--- config.mk ---
export PLATFORM = sky130hd
export DESIGN_NAME = tmr_evt_irq
export DESIGN_NICKNAME = d
export VERILOG_FILES = /design/src/rtl/tmr_evt_pkg.sv /design/src/rtl/tmr_evt_enable.sv /design/src/rtl/tmr_evt_status.sv /design/src/rtl/tmr_evt_wake.sv /design/src/rtl/tmr_evt_irq.sv
export SDC_FILE = /design/constraint.sdc
export NUM_CORES = 1
export LEC_CHECK = 0
export BUFFER_PORTS_ARGS = -buffer_cell sky130_fd_sc_hd__buf_2
export CORE_UTILIZATION = 34
export CTS_BUF_LIST = sky130_fd_sc_hd__clkbuf_8 sky130_fd_sc_hd__clkbuf_16
export CTS_CLUSTER_DIAMETER = 50
export CTS_CLUSTER_SIZE = 8
export DETAILED_ROUTE_END_ITERATION = 8
export HOLD_SLACK_MARGIN = 0.15
export MAX_ROUTING_LAYER = met4
export PLACE_DENSITY_LB_ADDON = 0.2
export SYNTH_ARGS = -nofsm -noshare
export SYNTH_HDL_FRONTEND = slang
export SYNTH_SLANG_ARGS = --single-unit
--- constraint.sdc ---
create_clock -name clk -period 1.25 [get_ports clk]
set_input_delay 0.25 -clock clk [delete_from_list [all_inputs] [get_ports clk]]
set_output_delay 0.25 -clock clk [all_outputs]
set_load 0.05 [all_outputs]
--- src/rtl/tmr_evt_pkg.sv ---
package tmr_evt_pkg;
    localparam int N_EVT  = 3;
    localparam int DATA_W = 32;

    localparam int BIT_MATCH = 0;
    localparam int BIT_OVF   = 1;
    localparam int BIT_CAPT  = 2;

    typedef logic [N_EVT-1:0] evt_vec_t;

    typedef enum logic [1:0] {
        SEL_STATUS = 2'd0,
        SEL_IRQ_EN = 2'd1,
        SEL_WAKE_EN = 2'd2,
        SEL_NONE   = 2'd3
    } reg_sel_e;

    typedef struct packed {
        logic     clr_st;
        logic     ld_ie;
        logic     ld_we;
        evt_vec_t bits;
    } wr_cmd_t;

    function automatic wr_cmd_t decode_wr(input logic en, input reg_sel_e sel,
                                          input logic [DATA_W-1:0] data);
        wr_cmd_t c;
        c.clr_st = en && (sel == SEL_STATUS);
        c.ld_ie  = en && (sel == SEL_IRQ_EN);
        c.ld_we  = en && (sel == SEL_WAKE_EN);
        c.bits   = data[N_EVT-1:0];
        return c;
    endfunction
endpackage

--- src/rtl/tmr_evt_enable.sv ---
module tmr_evt_enable
    import tmr_evt_pkg::*;
(
    input  logic     clk,
    input  logic     rst,
    input  logic     soft_rst,
    input  logic     load,
    input  evt_vec_t din,
    output evt_vec_t q
);
    always_ff @(posedge clk) begin
        if (rst || soft_rst) q <= '0;
        else if (load)       q <= din;
    end

    a_r7_load_value: assert property (@(posedge clk) disable iff (rst)
        (load && !soft_rst) |=> (q == $past(din)));
    a_r7_hold_value: assert property (@(posedge clk) disable iff (rst)
        (!load && !soft_rst) |=> $stable(q));
endmodule

--- src/rtl/tmr_evt_status.sv ---
module tmr_evt_status
    import tmr_evt_pkg::*;
(
    input  logic     clk,
    input  logic     rst,
    input  logic     soft_rst,
    input  evt_vec_t evt,
    input  evt_vec_t ie,
    input  logic     clr,
    input  evt_vec_t clr_bits,
    output evt_vec_t st
);
    evt_vec_t st_nxt;

    always_comb begin
        st_nxt = st;
        if (clr) st_nxt = st_nxt & ~clr_bits;
        st_nxt = st_nxt | (evt & ie);
    end

    always_ff @(posedge clk) begin
        if (rst || soft_rst) st <= '0;
        else                 st <= st_nxt;
    end

    for (genvar i = 0; i < N_EVT; i++) begin : g_chk
        a_r2_masked_no_set: assert property (@(posedge clk) disable iff (rst)
            (!ie[i] && !st[i]) |=> !st[i]);
        a_r4_clear_bit: assert property (@(posedge clk) disable iff (rst)
            (clr && clr_bits[i] && !evt[i]) |=> !st[i]);
        a_r8_event_wins: assert property (@(posedge clk) disable iff (rst)
            (clr && clr_bits[i] && evt[i] && ie[i] && !soft_rst) |=> st[i]);
    end
endmodule

--- src/rtl/tmr_evt_wake.sv ---
module tmr_evt_wake
    import tmr_evt_pkg::*;
(
    input  logic     clk,
    input  logic     rst,
    input  logic     soft_rst,
    input  evt_vec_t evt,
    input  evt_vec_t we,
    output logic     pulse
);
    always_ff @(posedge clk) begin
        if (rst || soft_rst) pulse <= 1'b0;
        else                 pulse <= |(evt & we);
    end

    a_r5_pulse_follows: assert property (@(posedge clk) disable iff (rst)
        (|(evt & we) && !soft_rst) |=> pulse);
    a_r5_no_spurious: assert property (@(posedge clk) disable iff (rst)
        !(|(evt & we)) |=> !pulse);
endmodule

--- src/rtl/tmr_evt_irq.sv ---
module tmr_evt_irq
    import tmr_evt_pkg::*;
(
    input  logic              clk,
    input  logic              rst,
    input  logic              soft_rst,
    input  logic [2:0]        evt,
    input  logic              wr_en,
    input  logic [1:0]        wr_sel,
    input  logic [31:0]       wr_data,
    output logic              irq,
    output logic              wake,
    output logic              capt_clr,
    output logic [2:0]        status,
    output logic [2:0]        irq_en,
    output logic [2:0]        wake_en
);
    wr_cmd_t cmd;
    assign cmd = decode_wr(wr_en, reg_sel_e'(wr_sel), wr_data);

    tmr_evt_enable u_ie (
        .clk(clk), .rst(rst), .soft_rst(soft_rst),
        .load(cmd.ld_ie), .din(cmd.bits), .q(irq_en)
    );

    tmr_evt_enable u_we (
        .clk(clk), .rst(rst), .soft_rst(soft_rst),
        .load(cmd.ld_we), .din(cmd.bits), .q(wake_en)
    );

    tmr_evt_status u_st (
        .clk(clk), .rst(rst), .soft_rst(soft_rst),
        .evt(evt), .ie(irq_en), .clr(cmd.clr_st), .clr_bits(cmd.bits),
        .st(status)
    );

    tmr_evt_wake u_wk (
        .clk(clk), .rst(rst), .soft_rst(soft_rst),
        .evt(evt), .we(wake_en), .pulse(wake)
    );

    assign irq      = |status;
    assign capt_clr = cmd.clr_st && cmd.bits[BIT_CAPT];

    a_r3_irq_rise_cause: assert property (@(posedge clk) disable iff (rst)
        $rose(irq) |-> $past(|(evt & irq_en)));
    a_r9_soft_clears: assert property (@(posedge clk) disable iff (rst)
        soft_rst |=> (status == '0 && irq_en == '0 && wake_en == '0 && !wake));
    a_r6_capt_strobe_source: assert property (@(posedge clk) disable iff (rst)
        capt_clr |-> (wr_en && wr_sel == 2'd0));
endmodule

# Word level (Yosys, flattened, before mapping)
# Cells that the tools add are included.
# totals
regBits	10
input_bits	41
output_inout_bits	12
word_cells	20
# classes
n_eq_ne	2
mux	1
n_bitwise	5
reduce_logical	8
# ops
cell	n
3-bit AND	3
3-bit OR reduction	2
1-bit logical AND	4
3-bit 2-to-1 mux	1
3-bit inverter	1
3-bit OR	1
2-bit by 1-bit == test with 1-bit output (second input constant)	1
2-bit == test (second input constant)	1
2-bit logical NOT	1
1-bit logical OR	1

# Logic depth before layout (Yosys ltp)
# Gate-level depths: netlist of run 1.
# depth
ltp_word	4
ltp_mapped	3
mapped_depth_nobuf	2

# Hierarchy
# A second synthesis of run 1 with hierarchy kept.
# hier_totals
cells_unflattened	39
area_unflattened_um2	411.6
# modules_own_cells
module	n_inst	cells_per_inst	area_each_um2	seq_area_each_um2
tmr_evt_enable	2	9	105.1	60.1
tmr_evt_status	1	13	122.6	60.1
tmr_evt_irq	1	5	43.8	0.0
tmr_evt_wake	1	3	35.0	20.0

# Worst setup path before layout of run 1
# OpenSTA, ideal clock, no wires.
# synth_path
kind	register to output
from	register u_st.st[0]
to	output port irq
arrival_time_ns	1.112
required_ns	1.000
slack_ns	-0.112
path_stages_with_launch	2
path_buffers	0
cell_sequence	dfxtp_1 > or3_1
# synth_via
elab_chain_cells	1
# synth_rtl
element	line_no	rtl
from (decl)	tmr_evt_status.sv:11	output evt_vec_t st
from (signal assigned)	tmr_evt_status.sv:23	else st <= st_nxt;
3-bit OR reduction	tmr_evt_irq.sv:42	assign irq = |status;
to (decl)	tmr_evt_irq.sv:11	output logic irq,
# No other way between the ends.

# Worst setup path in the final report of run 1
# Ends and elaborated chain as after synthesis.

==> results.json, run 1 <==
{
  "fin_area_um2": 671,
  "htree_levels": 1,
  "wl_per_cell_um": 12.2,
  "start_kind": "register",
  "worstSkewPairLatency_ps": 230,
  "grt_max_degree": 12,
  "cts_tree": "done",
  "setup_tns_ps": -79.1,
  "vdd_drop_max_v": 0.000713,
  "antenna_found_initial": 0,
  "setup_violations": 1,
  "worstMarginPinSlew_ps": 346,
  "hold_depth": 2,
  "power.density_nw_per_um2": 1190,
  "grt-ovfl-total": 0,
  "pwr-share-clk_pct": 49.8,
  "layoutNonFillerInstCount": 85,
  "first_iter_violations": 4,
  "dpl.cell_count": 80,
  "intPower_mw": 0.630,
  "yosys_warnings": 0,
  "nFillCells": 134,
  "holdWs_ps": 212,
  "hold_buffers": 0,
  "core_area_um2": 1300,
  "status": "finished, violations left",
  "fin_crit_sh_pct": 106,
  "relSlewSlack_pct": 76.9,
  "crit_type": "register to primary output",
  "cp.required_ps": 1000,
  "synthDistinctLibCells": 19,
  "grt_pass1_wl_mm": 1.58,
  "die_area_um2": 1550,
  "wl_mm": 1.04,
  "pin_count": 53,
  "hold_viol_final": 0,
  "gp_congestion": 0.792,
  "cts_sinks": 10,
  "setup_ws_ps": -79.1,
  "cts_buffers": 3,
  "maxCapViolCount": 0,
  "yosysTopAreaCell": "dfxtp_1",
  "syn_nets": 86,
  "cp_max_fo": 2,
  "n_antenna_cell": 0,
  "drive_above_1_share_pct": 48.6,
  "portBuffers": 23,
  "hpwl_um": 824,
  "finalClockSkew_ps": 1.38,
  "vias_per_cell": 5.13,
  "ant_nets": 0,
  "violations": "negative setup slack",
  "synthTopCellsByArea": "dfxtp_1, or3b_1, mux2i_1",
  "synth_top_area_share_pct": 42.1,
  "synth-seq-cells": 10,
  "dieWidth_um": 39.4,
  "grt_pass1_vias": 380,
  "pre_cts_ws_ps": 72.6,
  "endpoint_kind": "primary output",
  "ys_seq_area_share_pct": 42.1,
  "avgSynthCellArea_um2": 10.6,
  "power_mw": 0.799,
  "clock_path_buffers": 2,
  "first_pass_iters": 4,
  "drcViolationCount": 0,
  "slew_viol_final": 0,
  "max_freq_mhz": 752,
  "power_switching_mw": 0.170,
  "ctsRootBufferMaster": "clkbuf_8",
  "grt_usage_pct": 15.3,
  "switching_share_pct": 21.2,
  "period_minus_slack_ps": 1330,
  "placed_cell_area_um2": 596,
  "ff2ff_path_depth": 2,
  "clkTransAtPathRegs_ps": 50,
  "synth_area_um2": 475,
  "leakagePower_nw": 0.306,
  "hold_class": "primary input to register",
  "start_util_pct": 36.5,
  "synth_cells": 45,
  "rsz0062_at_grt": "true",
  "layout.nets": 112,
  "die_h_um": 39.4,
  "cp.arrival_ps": 1080,
  "vias": 436,
  "seq_power_share_pct": 40.7,
  "post-route-util_pct": 51.5,
  "combPwrFrac_pct": 9.5,
  "area_growth_pct": 41.1,
  "floorplan.rows": 13
}
kinds of logic (layout without fill, tap and decap cells):
group	after synthesis	after routing	share of synthesized area, %
AO/OA/AOI/OAI	6	6	9.21
buffers and inverters	3	28	4.21
flip-flops	10	10	42.1
multiplexers	6	6	12.6
AND/OR/NAND/NOR	20	20	31.8
area by class of cell:
class | count | area (um^2) | share of cell area, %
multi-input cells | 32 | 260 | 38.8
flip-flops and latches | 10 | 204 | 30.4
repair buffers | 24 | 133 | 19.8
clock buffers | 4 | 55.1 | 8.21
well taps | 15 | 18.8 | 2.80
synth_stat cells (all sizes together):
library cell  number
nor2               1
nand2              3
clkbuf             2
nor3b              1
or3b              10
dfxtp             10
a21oi              2
or3                1
nand3b             1
and3b              1
a222oi             1
mux2i              6
and4bb             1
o22ai              1
or2                1
a311oi             2
buf                1
power by group through the flow:
stage,sequential (mW),clock [mW],combinational [mW]
floorplan,0.343,0,0.0355
global placement,0.331,0,0.0748
detailed placement,0.331,0,0.0751
CTS,0.325,0.402,0.0765
global route,0.325,0.416,0.0822
finish,0.325,0.398,0.0763
critical path: stages (launching register included):
cell,delay [ps]
dfxtp_2,310
or3_4,380
buf_8,160
sequential cells by signal, summed over array words and instances (netlist names):
name and count:
u_we.q 3, u_ie.q 3, u_st.st 3, u_wk.pulse 1
per-layer routing:
layer	up-vias	part of all wire [%]	GRT usage, %
li1	222	-	-
met1	199	47	19.5
met4	0	0	7.76
met2	15	46	23.8
met5	-	0	-
met3	0	7.3	1.70
cells in the final DEF, fill, tap and decap left out:
cell / netlist / final
nand2_1: 3 / 3
or3_4: 0 / 1
and4bb_2: 1 / 1
buf_2: 0 / 22
nand3b_1: 1 / 1
buf_8: 0 / 1
a222oi_1: 1 / 1
a311oi_1: 2 / 2
or3b_2: 1 / 1
or3b_1: 9 / 9
o22ai_1: 1 / 1
and3b_1: 1 / 1
mux2i_1: 6 / 6
dfxtp_2: 0 / 3
buf_4: 0 / 1
clkbuf_8: 0 / 4
nor2_1: 1 / 1
dfxtp_1: 10 / 7
a21oi_1: 2 / 2
or2_1: 1 / 1
nor3b_1: 1 / 1
worst paths after layout:
path / from / end / slack (ps)
max: u_st.st[0]$_SDFF_PP0_ / irq / -80
min: wr_data[0] / u_st.st[0]$_SDFF_PP0_ / 210
max reg2reg: u_ie.q[0]$_SDFFE_PP0P_ / u_ie.q[0]$_SDFFE_PP0P_ / 330
min reg2reg: u_ie.q[2]$_SDFFE_PP0P_ / u_st.st[2]$_SDFF_PP0_ / 480
what timing repair did:
action                                  CTS  global route
pin swaps                                 1             0
setup buffers                             1             0
resized for setup                         5             0
endpoints found under the setup margin    1             1
Note: power is estimated with default switching activity, not from simulation.
==> run 2, diff against run 1 <==
- SETUP_SLACK_MARGIN: unset -> 0.5
==> run 2 against run 1 <==
The run still ends with negative setup slack left. Critical path depth did not move. Sequential power decreased by 4%. Register-to-register slack worse by 70 ps. Critical endpoint unchanged.
==> results.json, run 2 (same netlist as run 1, synthesis figures left out) <==
{
  "setup_violations": 1,
  "vias": 498,
  "fin_area_um2": 908,
  "power_switching_mw": 0.183,
  "intPower_mw": 0.572,
  "slew_viol_final": 0,
  "htree_levels": 1,
  "cp.required_ps": 1000,
  "portBuffers": 23,
  "setup_tns_ps": -123,
  "combPwrFrac_pct": 14.0,
  "endpoint_kind": "primary output",
  "dieWidth_um": 39.4,
  "n_antenna_cell": 0,
  "violations": "negative setup slack",
  "clock_path_buffers": 2,
  "relSlewSlack_pct": 81.8,
  "met3_length_um": 51,
  "cp_max_fo": 2,
  "reg2reg_from": "u_ie.q[1]$_SDFFE_PP0P_",
  "maxCapViolCount": 0,
  "grt_max_degree": 12,
  "nFillCells": 106,
  "fin_crit_sh_pct": 110,
  "period_minus_slack_ps": 1370,
  "final_cell_mix": "buf_8, or3b_1, buf_2",
  "wl_met2_um": 754,
  "grt_usage_pct": 22.1,
  "power.density_nw_per_um2": 831,
  "layoutNonFillerInstCount": 90,
  "reg_top3": "u_ie.q x3, u_st.st x3, u_we.q x3",
  "gp_congestion": 0.741,
  "leakagePower_nw": 0.382,
  "grt_pass1_wl_mm": 2.19,
  "pwr-share-clk_pct": 44.8,
  "ant_nets": 0,
  "power_mw": 0.755,
  "setup_ws_ps": -123,
  "core_area_um2": 1300,
  "holdWs_ps": 233,
  "area_growth_pct": 91.1,
  "grt_pass1_vias": 504,
  "rsz0062_at_grt": "true",
  "first_iter_violations": 5,
  "grt-ovfl-total": 0,
  "vias_per_cell": 5.53,
  "switching_share_pct": 24.2,
  "min_from": "wr_data[1]",
  "start_kind": "register",
  "seq_power_share_pct": 41.3,
  "pin_count": 53,
  "placed_cell_area_um2": 631,
  "clkTransAtPathRegs_ps": 50,
  "post-route-util_pct": 69.8,
  "worstSkewPairLatency_ps": 230,
  "worstReg2RegEnd": "u_ie.q[1]$_SDFFE_PP0P_",
  "wl_mm": 1.41,
  "first_pass_iters": 4,
  "layout_commonest_cell": "buf_8",
  "dpl.cell_count": 80,
  "drcViolationCount": 0,
  "layout.nets": 117,
  "hold_class": "primary input to register",
  "cts_buffers": 3,
  "highest_layer": "met4",
  "die_h_um": 39.4,
  "met1Wirelength_um": 580,
  "finalClockSkew_ps": 8.07,
  "pre_cts_ws_ps": 52.5,
  "cts_tree": "done",
  "floorplan.rows": 13,
  "hold_depth": 2,
  "hold_path_end": "u_st.st[1]$_SDFF_PP0_",
  "crit_type": "register to primary output",
  "hold_buffers": 0,
  "cts_sinks": 10,
  "worstMarginPinSlew_ps": 272,
  "cp.arrival_ps": 1120,
  "ctsRootBufferMaster": "clkbuf_8",
  "status": "finished, violations left",
  "max_freq_mhz": 728,
  "wl_per_cell_um": 15.7,
  "hpwl_um": 813,
  "start_util_pct": 36.5,
  "die_area_um2": 1550,
  "vdd_drop_max_v": 0.000559,
  "rrSetupSlack_ps": 260,
  "hold_viol_final": 0,
  "antenna_found_initial": 0,
  "drive_above_1_share_pct": 68.0,
  "ff2ff_path_depth": 2
}
run 2: power groups by stage:
stage,combinational [mW],clock (mW),sequential (mW)
2_1_floorplan,0.0363,0,0.328
3_3_place_gp,0.0762,0,0.316
3_5_place_dp,0.0764,0,0.316
4_1_cts,0.0978,0.343,0.311
5_1_grt,0.113,0.368,0.311
6_report,0.106,0.338,0.311
run 2: final cells by class:
type	count	area [um^2]	share of cell area, %
Clock buffer	3	41.3	4.55
Clock inverter	1	3.75	0.413
Multi-Input combinational cell	32	308	33.9
Sequential cell	10	233	25.6
Tap cell	15	18.8	2.07
Timing Repair Buffer	29	304	33.5
run 2: worst max path at each step:
stage	start	end	slack (ps)	depth (start not counted)
6_report	u_st.st[1]$_SDFF_PP0_	irq	-120	2
4_1_cts	u_st.st[1]$_SDFF_PP0_	irq	-110	2
3_3_place_gp	wr_sel[0]	capt_clr	50	3
5_1_grt	u_st.st[1]$_SDFF_PP0_	irq	-140	2
2_1_floorplan	u_st.st[2]$_SDFF_PP0_	irq	130	1
3_5_place_dp	wr_sel[0]	capt_clr	50	3
run 2: critical path: stages (launching register included):
cell and delay (ps):
dfxtp_4 340, or3_4 390, buf_8 160
run 2: layer usage:
layer / vias to the layer above / global-route usage (%)
li1: 232 / -
met1: 244 / 25.5
met2: 18 / 38.8
met3: 4 / 5.11
met4: 0 / 5.17
met5: - / -
run 2: what timing repair did:
action	CTS	global route
pin swaps	4	1
resized for setup	43	7
buffers inserted	5	1
setup endpoints to repair	22	22
==> run 3, diff against run 2 <==
--- a/config.mk
+++ b/config.mk
@@ -6,6 +6,7 @@
 export NUM_CORES = 1
 export LEC_CHECK = 0
+export ABC_AREA = 1
 export BUFFER_PORTS_ARGS = -buffer_cell sky130_fd_sc_hd__buf_2
-export CORE_UTILIZATION = 34
+export CORE_UTILIZATION = 32
 export CTS_BUF_LIST = sky130_fd_sc_hd__clkbuf_8 sky130_fd_sc_hd__clkbuf_16
 export CTS_CLUSTER_DIAMETER = 50
==> constraint.sdc (replaced) <==
create_clock -name clk -period 1.25 [get_ports clk]
set_input_delay 0.25 -clock clk [delete_from_list [all_inputs] [get_ports clk]]
set_output_delay 0.25 -clock clk [all_outputs]
set_load 0.01 [all_outputs]
==> run 3 against run 2 <==
The run still ends with negative setup slack left. Combinational power decreased by 11%. Final cell count increased by 17%. Count of clock-buffer cells in the layout unchanged. Core utilization is 2.1 points lower. Power shrank 1.0%. Register-to-register slack improved by 210 ps. Non-clock buffer count is 3 higher. Global-route usage decreased by 2.6 points. Clock power fell by 4%. Highest routed layer unchanged.
==> results.json, run 3 <==
{
  "cts_sinks": 10,
  "drive_above_1_share_pct": 64.8,
  "setup_violations": 1,
  "gp_congestion": 0.823,
  "leakagePower_nw": 0.363,
  "synth-seq-cells": 10,
  "yosysTopAreaCell": "dfxtp_1",
  "synth_cells": 57,
  "nFillCells": 91,
  "seq_power_share_pct": 43.9,
  "yosys_warnings": 0,
  "wl_met2_um": 660,
  "async_reset_ff_share_pct": 0,
  "final_cell_mix": "buf_6, buf_2, nand2_1",
  "fin_crit_sh_pct": 104,
  "first_iter_violations": 6,
  "cts_buffers": 3,
  "hold_depth": 3,
  "floorplan.rows": 12,
  "portBuffers": 23,
  "hpwl_um": 797,
  "pwr-share-clk_pct": 43.5,
  "grt_pass1_wl_mm": 1.81,
  "violations": "negative setup slack",
  "cts_tree": "done",
  "status": "finished, violations left",
  "setup_ws_ps": -54.1,
  "power_switching_mw": 0.166,
  "crit_type": "register to primary output",
  "grt_pass1_vias": 455,
  "ys_seq_area_share_pct": 47.5,
  "met1Wirelength_um": 511,
  "combPwrFrac_pct": 12.6,
  "vdd_drop_max_v": 0.00115,
  "synth-edff-count": 0,
  "clock_path_buffers": 2,
  "start_util_pct": 36.0,
  "finalClockSkew_ps": 1.60,
  "dieWidth_um": 38.3,
  "die_area_um2": 1470,
  "met3_length_um": 80,
  "drcViolationCount": 0,
  "hold_buffers": 0,
  "core_area_um2": 1170,
  "worstMarginPinSlew_ps": 231,
  "worstSkewPairLatency_ps": 230,
  "highest_layer": "met4",
  "syn_nets": 98,
  "cp_max_fo": 2,
  "layout_commonest_cell": "buf_6",
  "synthMostInstantiatedCell": "nand2_1",
  "first_pass_iters": 4,
  "intPower_mw": 0.581,
  "setup_tns_ps": -54.1,
  "period_minus_slack_ps": 1300,
  "rsz0062_at_grt": "true",
  "endpoint_kind": "primary output",
  "hold_path_end": "u_st.st[1]$_SDFF_PP0_",
  "rrSetupSlack_ps": 470,
  "grt_usage_pct": 19.5,
  "grt_max_degree": 9,
  "pre_cts_ws_ps": 183,
  "reg2reg_from": "u_st.st[0]$_SDFF_PP0_",
  "synth_top_area_share_pct": 47.5,
  "htree_levels": 1,
  "wl_per_cell_um": 12.0,
  "synthTopCellsByArea": "dfxtp_1, nand2_1, a21oi_1",
  "crit_slowest_cell": "or3_4",
  "ctsRootBufferMaster": "clkbuf_8",
  "vias_per_cell": 4.70,
  "hold_viol_final": 0,
  "min_from": "evt[1]",
  "max_freq_mhz": 767,
  "cp.required_ps": 1000,
  "power.density_nw_per_um2": 942,
  "area_growth_pct": 88.1,
  "synth_area_um2": 422,
  "hold_class": "primary input to register",
  "grt-ovfl-total": 0,
  "die_h_um": 38.3,
  "maxCapViolCount": 0,
  "antenna_found_initial": 0,
  "reg_top3": "u_ie.q x3, u_st.st x3, u_we.q x3",
  "clkTransAtPathRegs_ps": 50,
  "switching_share_pct": 22.2,
  "ys.flop_type": "dfxtp_1",
  "ff2ff_path_depth": 4,
  "crit_path_max_incr_delay_ps": 380,
  "pin_count": 53,
  "n_antenna_cell": 0,
  "ant_nets": 0,
  "avgSynthCellArea_um2": 7.40,
  "start_kind": "register",
  "synthDistinctLibCells": 15,
  "relSlewSlack_pct": 84.6,
  "ys_top_cells_by_count": "nand2_1, dfxtp_1, nor2_1",
  "crit_chain": "or3_4 > buf_6",
  "worstReg2RegEnd": "u_st.st[0]$_SDFF_PP0_",
  "slew_viol_final": 0,
  "layout.nets": 134,
  "cp.arrival_ps": 1050,
  "wl_mm": 1.27,
  "vias": 493
}
[run 3: cells by family (layout without fill, tap and decap cells)]
| logic type | count (synthesis) | count (layout) | share of synthesized area (%) |
|---|---|---|---|
| AO/OA/AOI/OAI | 9 | 9 | 10.7 |
| buffers and inverters | 6 | 40 | 6.53 |
| flip-flops | 10 | 10 | 47.5 |
| AND/OR/NAND/NOR | 32 | 32 | 35.3 |
[run 3: stage by stage]
step | hold WS [ps] | util (%) | cell area [um^2] | power (mW) | cells
6_report | 275 | 67.7 | 793 | 0.747 | 105
5_1_grt | 288 | 67.7 | 793 | 0.779 | 105
4_1_cts | 272 | 65.1 | 762 | 0.750 | 104
3_5_place_dp | 467 | 47.6 | 558 | 0.401 | 93
3_3_place_gp | 464 | 47.6 | 558 | 0.401 | 93
2_1_floorplan | 391 | - | 437 | 0.368 | 57
[run 3: layer usage]
metal	up-vias	global-route usage, %
li1	255	-
met1	220	17.2
met2	16	35.2
met3	2	11.0
met4	0	5.36
met5	-	-
[run 3: worst max path at each step]
stage	from	endpoint	slack (ps)	cells after the start
2_1_floorplan	u_st.st[2]$_SDFF_PP0_	irq	290	1
3_3_place_gp	u_st.st[2]$_SDFF_PP0_	irq	190	2
3_5_place_dp	u_st.st[2]$_SDFF_PP0_	irq	180	2
4_1_cts	u_st.st[0]$_SDFF_PP0_	irq	-50	2
5_1_grt	u_st.st[0]$_SDFF_PP0_	irq	-70	2
6_report	u_st.st[0]$_SDFF_PP0_	irq	-50	2
[run 3: critical path: cells and delay by family, from the launching register on]
kind	cells	cell delay, ps
buf+inv	1	130
flops	1	320
simple gates	1	380
[run 3: what timing repair did]
action | 4_1_cts | 5_1_grt
setup buffers | 8 | 1
endpoints found under the hold margin | 0 | 0
gates resized for setup | 27 | 7
setup endpoints to repair | 12 | 19
pin swaps | 3 | 1
[run 3: area by class of cell]
cell class / instances / area [um^2] / area share (%)
inverter: 5 / 20.0 / 2.52
timing repair buffer: 32 / 277 / 34.9
clock buffer: 3 / 41.3 / 5.21
tap: 14 / 17.5 / 2.21
sequential: 10 / 211 / 26.7
multi-input combinational: 41 / 226 / 28.5
[run 3: power groups by stage]
| stage | Clock (mW) | Sequential, mW | Combinational [mW] |
|---|---|---|---|
| after global routing | 0.349 | 0.328 | 0.102 |
| final | 0.325 | 0.328 | 0.0943 |
| after global placement | 0 | 0.333 | 0.0676 |
| after detailed placement | 0 | 0.333 | 0.0679 |
| after floorplan | 0 | 0.335 | 0.0332 |
| after CTS | 0.333 | 0.328 | 0.0890 |
